===== src/rtl/mt_pkg.sv =====
package mt_pkg;

    localparam int unsigned ADDR_W = 8;

    localparam logic [ADDR_W-1:0] OFS_MATCH0  = 8'h00;
    localparam logic [ADDR_W-1:0] OFS_COUNT   = 8'h10;
    localparam logic [ADDR_W-1:0] OFS_STATUS  = 8'h14;
    localparam logic [ADDR_W-1:0] OFS_WDOG    = 8'h18;
    localparam logic [ADDR_W-1:0] OFS_IENABLE = 8'h1C;

    localparam int unsigned MATCH_STRIDE = 4;

    typedef enum logic [1:0] {
        WD_IDLE    = 2'd0,
        WD_ARMED   = 2'd1,
        WD_TRIPPED = 2'd2
    } wd_state_e;

endpackage


===== src/rtl/mt_counter.sv =====
module mt_counter #(
    parameter int unsigned W = 32
) (
    input  logic         clk_i,
    input  logic         rst_n_i,
    input  logic         tick_i,
    input  logic         load_i,
    input  logic [W-1:0] load_val_i,
    output logic [W-1:0] count_o,
    output logic [W-1:0] count_inc_o,
    output logic         advance_o
);

    assign count_inc_o = count_o + W'(1);
    assign advance_o   = tick_i & ~load_i;

    always_ff @(posedge clk_i or negedge rst_n_i) begin
        if (!rst_n_i) begin
            count_o <= '0;
        end else if (load_i) begin
            count_o <= load_val_i;
        end else if (tick_i) begin
            count_o <= count_inc_o;
        end
    end

endmodule


===== src/rtl/mt_channel.sv =====
module mt_channel #(
    parameter int unsigned W = 32
) (
    input  logic         clk_i,
    input  logic         rst_n_i,
    input  logic         wr_match_i,
    input  logic [W-1:0] wdata_i,
    input  logic         advance_i,
    input  logic [W-1:0] count_inc_i,
    input  logic         enable_i,
    input  logic         clear_i,
    output logic [W-1:0] match_o,
    output logic         hit_o,
    output logic         status_o
);

    // raw hit: the tick lands the counter on this match value
    assign hit_o = advance_i && (count_inc_i == match_o);

    always_ff @(posedge clk_i or negedge rst_n_i) begin
        if (!rst_n_i) begin
            match_o <= '0;
        end else if (wr_match_i) begin
            match_o <= wdata_i;
        end
    end

    // event beats clear on the same edge
    always_ff @(posedge clk_i or negedge rst_n_i) begin
        if (!rst_n_i) begin
            status_o <= 1'b0;
        end else if (hit_o && enable_i) begin
            status_o <= 1'b1;
        end else if (clear_i) begin
            status_o <= 1'b0;
        end
    end

endmodule


===== src/rtl/mt_watchdog.sv =====
module mt_watchdog
    import mt_pkg::*;
(
    input  logic clk_i,
    input  logic rst_n_i,
    input  logic arm_i,
    input  logic trip_i,
    output logic armed_o,
    output logic reset_req_o
);

    wd_state_e state_q;
    wd_state_e state_d;

    always_comb begin
        state_d = state_q;
        unique case (state_q)
            WD_IDLE:    if (arm_i)  state_d = WD_ARMED;
            WD_ARMED:   if (trip_i) state_d = WD_TRIPPED;
            WD_TRIPPED: state_d = WD_TRIPPED;
            default:    state_d = WD_IDLE;
        endcase
    end

    always_ff @(posedge clk_i or negedge rst_n_i) begin
        if (!rst_n_i) begin
            state_q <= WD_IDLE;
        end else begin
            state_q <= state_d;
        end
    end

    always_comb begin
        armed_o     = (state_q != WD_IDLE);
        reset_req_o = (state_q == WD_TRIPPED);
    end

endmodule


===== src/rtl/mt_match_timer.sv =====
module mt_match_timer
    import mt_pkg::*;
#(
    parameter int unsigned NUM_CH = 4,
    parameter int unsigned CNT_W  = 32,
    parameter int unsigned IEN_W  = 12,
    parameter int unsigned WD_CH  = 3
) (
    input  logic              clk_i,
    input  logic              rst_n_i,
    input  logic              tick_i,
    input  logic              bus_sel_i,
    input  logic              bus_we_i,
    input  logic [ADDR_W-1:0] bus_addr_i,
    input  logic [CNT_W-1:0]  bus_wdata_i,
    output logic [CNT_W-1:0]  bus_rdata_o,
    output logic [NUM_CH-1:0] irq_o,
    output logic              rst_req_o
);

    localparam logic [NUM_CH-1:0] WD_MASK = NUM_CH'(1) << WD_CH;

    logic bus_wr;
    logic wr_count;
    logic wr_status;
    logic wr_wdog;
    logic wr_ien;

    assign bus_wr    = bus_sel_i & bus_we_i;
    assign wr_count  = bus_wr && (bus_addr_i == OFS_COUNT);
    assign wr_status = bus_wr && (bus_addr_i == OFS_STATUS);
    assign wr_wdog   = bus_wr && (bus_addr_i == OFS_WDOG);
    assign wr_ien    = bus_wr && (bus_addr_i == OFS_IENABLE);

    logic [CNT_W-1:0] count_q;
    logic [CNT_W-1:0] count_inc;
    logic             advance;

    mt_counter #(.W(CNT_W)) u_counter (
        .clk_i       (clk_i),
        .rst_n_i     (rst_n_i),
        .tick_i      (tick_i),
        .load_i      (wr_count),
        .load_val_i  (bus_wdata_i),
        .count_o     (count_q),
        .count_inc_o (count_inc),
        .advance_o   (advance)
    );

    logic [IEN_W-1:0] ien_q;

    always_ff @(posedge clk_i or negedge rst_n_i) begin
        if (!rst_n_i) begin
            ien_q <= '0;
        end else if (wr_ien) begin
            ien_q <= bus_wdata_i[IEN_W-1:0];
        end
    end

    logic [CNT_W-1:0]  match_q [NUM_CH];
    logic [NUM_CH-1:0] hit;
    logic [NUM_CH-1:0] status;

    for (genvar g = 0; g < NUM_CH; g++) begin : g_ch
        localparam logic [ADDR_W-1:0] MADDR = ADDR_W'(g * MATCH_STRIDE) + OFS_MATCH0;

        mt_channel #(.W(CNT_W)) u_ch (
            .clk_i       (clk_i),
            .rst_n_i     (rst_n_i),
            .wr_match_i  (bus_wr && (bus_addr_i == MADDR)),
            .wdata_i     (bus_wdata_i),
            .advance_i   (advance),
            .count_inc_i (count_inc),
            .enable_i    (ien_q[g]),
            .clear_i     (wr_status && bus_wdata_i[g]),
            .match_o     (match_q[g]),
            .hit_o       (hit[g]),
            .status_o    (status[g])
        );
    end

    assign irq_o = status;

    logic wd_armed;

    mt_watchdog u_wdog (
        .clk_i       (clk_i),
        .rst_n_i     (rst_n_i),
        .arm_i       (wr_wdog && bus_wdata_i[0]),
        .trip_i      (|(hit & WD_MASK)),
        .armed_o     (wd_armed),
        .reset_req_o (rst_req_o)
    );

    always_comb begin
        bus_rdata_o = '0;
        case (bus_addr_i)
            OFS_COUNT:   bus_rdata_o = count_q;
            OFS_STATUS:  bus_rdata_o = CNT_W'(status);
            OFS_WDOG:    bus_rdata_o = CNT_W'(wd_armed);
            OFS_IENABLE: bus_rdata_o = CNT_W'(ien_q);
            default: begin
                for (int i = 0; i < NUM_CH; i++) begin
                    if (bus_addr_i == ADDR_W'(i * MATCH_STRIDE) + OFS_MATCH0) begin
                        bus_rdata_o = match_q[i];
                    end
                end
            end
        endcase
    end

endmodule


===== config.mk =====
export PLATFORM = sky130hd
export DESIGN_NAME = mt_match_timer
export DESIGN_NICKNAME = d
export VERILOG_FILES = /design/src/rtl/mt_pkg.sv /design/src/rtl/mt_counter.sv /design/src/rtl/mt_channel.sv /design/src/rtl/mt_watchdog.sv /design/src/rtl/mt_match_timer.sv
export SDC_FILE = /design/constraint.sdc
export NUM_CORES = 1
export LEC_CHECK = 0
export ABC_AREA = 1
export BUFFER_PORTS_ARGS = -buffer_cell sky130_fd_sc_hd__buf_2
export CORE_MARGIN = 1.5
export CORE_UTILIZATION = 63
export CTS_BUF_LIST = sky130_fd_sc_hd__clkbuf_8
export CTS_CLUSTER_SIZE = 40
export DETAILED_ROUTE_END_ITERATION = 6
export MAX_ROUTING_LAYER = met4
export PLACE_DENSITY = 0.79
export SLEW_MARGIN = 40
export SYNTH_ARGS = -nofsm -noshare
export SYNTH_HDL_FRONTEND = slang
export SYNTH_SLANG_ARGS = --single-unit

===== constraint.sdc =====
create_clock -name clk_i -period 3.1 [get_ports clk_i]
set_input_delay 0.62 -clock clk_i [delete_from_list [all_inputs] [get_ports clk_i]]
set_output_delay 0.62 -clock clk_i [all_outputs]
set_load 0.05 [all_outputs]

Yosys cells after proc, flatten, opt, wreduce, memory -nomap -nowiden
Index checks and enable logic that the tools add are counted.
- output and inout bits: 37
- word-level logic and storage cells: 78
- input port bits: 45
- bits in registers: 178
- reductions and logical operators: 30
- add/subtract/negate cells: 1
- equal/unequal tests: 15
- bitwise operators: 3
- mux-type cells: 18
- operators by type and width (cell ; number):
    two-way mux 32 bit ; 6
    == test 32 bit ; 4
    case mux 32 bit (4 select lines) ; 1
    adder 32 x 1 -> 32 bit (second input constant) ; 1
    == test 8 x 5 -> 1 bit (second input constant) ; 4
    logical AND 1 bit ; 21
    == test 8 x 4 -> 1 bit (second input constant) ; 2
    nonzero test 2 bit ; 6
    == test 8 x 3 -> 1 bit (second input constant) ; 1
    zero test 8 bit ; 1
    two-way mux 1 bit ; 8
    case mux 2 bit (3 select lines) ; 1
    two-way mux 2 bit ; 2
    bitwise AND 1 bit ; 2
    == test 2 x 1 -> 1 bit (second input constant) ; 1
    == test 2 bit (second input constant) ; 1
    zero test 2 bit ; 1
    inequality test 2 x 1 -> 1 bit (second input constant) ; 1
    inequality test 2 bit (second input constant) ; 1
    AND reduction 2 bit ; 1
    NOT 1 bit ; 1

Longest topological paths before layout
- word-level depth: 7
- gate-level depth with buffers: 18
- gate-level depth less buffers: 18

Hierarchy
A second synthesis with hierarchy kept.
- cell total of the unflattened synthesis: 2021
- area total of the unflattened synthesis: 12758.5 um^2
- modules (own cells, without submodules) (module ; cells an instance ; area each (um^2) ; instances ; seq. area each (um^2)):
    mt_channel ; 308 ; 2013.2 ; 4 ; 825.8
    mt_counter ; 343 ; 2386.0 ; 1 ; 800.8
    mt_match_timer ; 426 ; 2159.6 ; 1 ; 300.3
    mt_watchdog ; 20 ; 160.2 ; 1 ; 50.0

Worst setup path after synthesis
OpenSTA, ideal clock, no wires.
- path kind: input-to-output
- start point: input port bus_addr_i[6]
- end point: output port bus_rdata_o[17]
- buffers on the path: 2
- slack: -0.238 ns
- stages: 9
- data required time: 2.480 ns
- data arrival time: 2.718 ns
- cell sequence: inv_1 nand2_1 nor3_1 inv_1 nor2_1 inv_1 clkbuf_1 buf_1 o221ai_1
- cells in the longest elaborated chain, start to end: 6
- elaborated cells on any way between the ends: 13
- those cells by class: 7 x eq/ne; 5 x mux; 1 x reduce/logical
- ends and longest elaborated chain (item ; line ; source):
    start, declared ; mt_match_timer.sv:14 ; input logic [ADDR_W-1:0] bus_addr_i,
    zero test 8 bit ; mt_match_timer.sv:104 ; if (bus_addr_i == ADDR_W'(i * MATCH_STRIDE) + OFS_MATCH0) begin
    two-way mux 32 bit (4 in a row) ; mt_match_timer.sv:104 ;
    case mux 32 bit (4 select lines) (*) ; mt_match_timer.sv:97 ; case (bus_addr_i)
    end, declared ; mt_match_timer.sv:16 ; output logic [CNT_W-1:0] bus_rdata_o,
Every way passes the cells marked *; elsewhere a longest branch is shown, timed or not.

Worst setup path after layout
- start point: input port bus_addr_i[1]
- end point: output port bus_rdata_o[16]
The elaborated chain is that of the path after synthesis.

==> out/results.txt <==
Ys Warns: 0
Layout cells sized above 1: 12.5%
Setup CP Type: input port to output port
Final wirelength: 36.4 mm
Vias post-DR: 11.2k
Final Critical Period: 3.04 ns
First-pass GRT wire length: 57.5 mm
GP Congestion: 1.02
FF+latch count, synth: 178
Synth Flop Type: dfrtp_1
GRT overflow: 0
Post-Syn Nets: 1545
Clk buf depth: 2
F_max: 0.329 GHz
Post-CTS Hold Fix Bufs: 0
CORE AREA: 16700 um^2
Largest net degree at the start of global routing: 64
Chip height: 134 um
Leakage: 0.00580 uW
Peak VDD IR: 0.364 mV
Vias in the first global route: 10.5k
Clk root buf: clkbuf_8
Worst EP required: 2.48 ns
Count leader, synth: nand2_1
Largest fanout on the critical path: 9
Row count: 47
# H-tree levels: 4
Gr usage total: 43.2%
WL/cell: 20.0 um
Fin util: 72.6%
Worst Setup End Kind: output port
Initial antenna violation count: 0
TritonCTS clock tree: built
Final Setup Violations: 0
Clk slew on worst S/H paths: 0.10 ns
Final Instance Area: 12100 um^2
Final Power: 5890 uW
Sequential element share of the synthesized area: 41.2%
Starting Density: 64.8%
Critical Path Max Stage Delay: 0.34 ns
Mapped Cells: 1496
Status: complete, no violations
Final nets: 1632
Final ANT Viol Nets: 0
Detailed Place HPWL: 26.7 mm
Worst EP arrival: 2.42 ns
Max Slew Vio Count: 0
Clk sinks: 178
DR DRC count: 0
Port Buf Inserts: 81
Final hold viol count: 0
Netlist cell types: 37
Crit path buffers/inverters: 5
Slew headroom: 45.7%
Die ar.: 18000 um^2
Top post-synthesis cells by area: dfrtp_1 (41%), nand2_1 (15%), o21ai_0 (8.0%), inv_1 (6.6%), xor2_1 (4.0%)
First DRT Iteration DRCs: 1504
Ant. Diodes: 0
Post-synth top area share: 41.2%
Area post-placement: 11700 um^2
CTS buffer count: 17
Tightest Pin Transition: 0.813 ns
Cell Pwr Density: 486 nW/um^2
Part of the cycle the worst path needs: 98.1%
I/O pin total: 82
WHS: 0.0939 ns
Die W: 134 um
Kind of start point of the critical path: input port
Cell Area, Synth: 10800 um^2
Max cap viols: 0
EDFF count, synth: 0
Share of flip-flops with an asynchronous set or reset: 100%
Layout area overhead: 12.0%
Detailed Routing Iterations Pass 1: 6
Skew-Pair Late Insertion Delay: 0.49 ns
Synth area leader: dfrtp_1
TNS Setup: 0 ns
Most frequent cells after synthesis: nand2_1 (439), inv_1 (189), dfrtp_1 (178), o21ai_0 (173), nor2_1 (106)
DR vias/cell: 6.17
Worst hold path type: input port to asynchronous set/reset pin
Critical path's top delay family: buffers and inverters
Syn avg cell area: 7.23 um^2
Slowest cell on crit path: buf_2
Layout Skew: 0.0121 ns
Cell Chain, Critical Path: buf_2 > inv_1 > nand2_1 > nor3_1 > inv_1 > nor2_2 > buf_4 > a22o_1 > a21oi_1 > o221ai_1 > buf_2
-- layout by cell type, fill, tap and decap left out, drive strengths merged --
master | synthesis | layout
nor2 | 116 | 116
nand4 | 15 | 15
xnor2 | 7 | 7
clkbuf | 42 | 17
nand3 | 85 | 85
buf | 11 | 121
clkinvlp | 0 | 2
dfrtp | 178 | 178
o221ai | 47 | 47
nand2 | 458 | 458
xor2 | 49 | 49
inv | 193 | 198
xor3 | 1 | 1
bufinv | 0 | 2
o211ai | 3 | 3
o31ai | 1 | 1
o21ai | 177 | 177
a22oi | 9 | 9
o22ai | 27 | 27
a22o | 2 | 2
clkinv | 0 | 6
ha | 4 | 4
a221oi | 11 | 11
or2 | 3 | 3
a21oi | 30 | 30
nor3 | 12 | 12
a32o | 3 | 3
nand3b | 2 | 2
o2111ai | 10 | 10
-- per-layer routing --
layer  routed length (um)  up-vias  track usage [%]
met4                 1240        0             14.7
met1                14700     5162             60.0
met5                    0        -                -
met2                15800      804             63.1
li1                     -     5111                -
met3                 4670      121             9.56
-- where the power goes --
group | switching, uW | internal (uW) | total [uW] | leakage [uW]
Sequential | 196 | 2470 | 2660 | 0.00244
Clock | 1010 | 754 | 1760 | 0.000212
Combinational | 991 | 476 | 1470 | 0.00314
-- state kept, by name, indices dropped and copies added, names as in the netlist --
register,count
g_ch.u_ch.match_o,128
u_counter.count_o,32
ien_q,12
g_ch.u_ch.status_o,4
u_wdog.state_q,2
-- stage by stage --
step	cells	setup WS, ns
floorplan	1496	0.00713
global placement	1782	0.119
detailed placement	1782	0.0360
CTS	1814	0.0318
global route	1816	-0.0584
finish	1816	0.0578
-- cells by family (layout without fill, tap and decap cells) --
logic type	Yosys count	in the layout	share of synthesized area, %
AO/OA/AOI/OAI	320	320	18.0
XOR/XNOR	57	57	4.75
adder cells (fa/ha/maj)	4	4	0.463
buffers and inverters	246	346	8.73
flip-flops	178	178	41.2
AND/OR/NAND/NOR	691	691	26.9
-- path summary, 6_finish.rpt --
kind / slack (ns) / endpoint / start / cells after the start
setup / recovery: 0.06 / bus_rdata_o[16] / bus_addr_i[1] / 11
hold / removal: 0.09 / ien_q[2] / rst_n_i / 1
setup reg to reg: 0.24 / u_wdog.state_q[1] / u_counter.count_o[3] / 15
hold reg to reg: 0.49 / g_ch[0].u_ch.match_o[3] / g_ch[0].u_ch.match_o[3] / 2
max in group asynchronous: 2.23 / g_ch[2].u_ch.match_o[15] / rst_n_i / 2
min in group clk_i: 0.36 / u_counter.count_o[24] / bus_wdata_i[24] / 3
-- layout make-up --
| type | count | area (um^2) |
|---|---|---|
| Fill cell | 1445 | 4580 |
| Tap cell | 220 | 275 |
| Clock inverter | 15 | 194 |
| Sequential cell | 178 | 4460 |
| Clock buffer | 17 | 234 |
| Inverter | 193 | 728 |
| Multi-Input combinational cell | 1072 | 5450 |
| Timing Repair Buffer | 121 | 787 |
-- what timing repair did --
item                                    in CTS  in global routing
gates resized for setup                      0                  2
buffers inserted                             0                  2
endpoints found under the setup margin       0                 16
(Power assumes the default switching activity.)
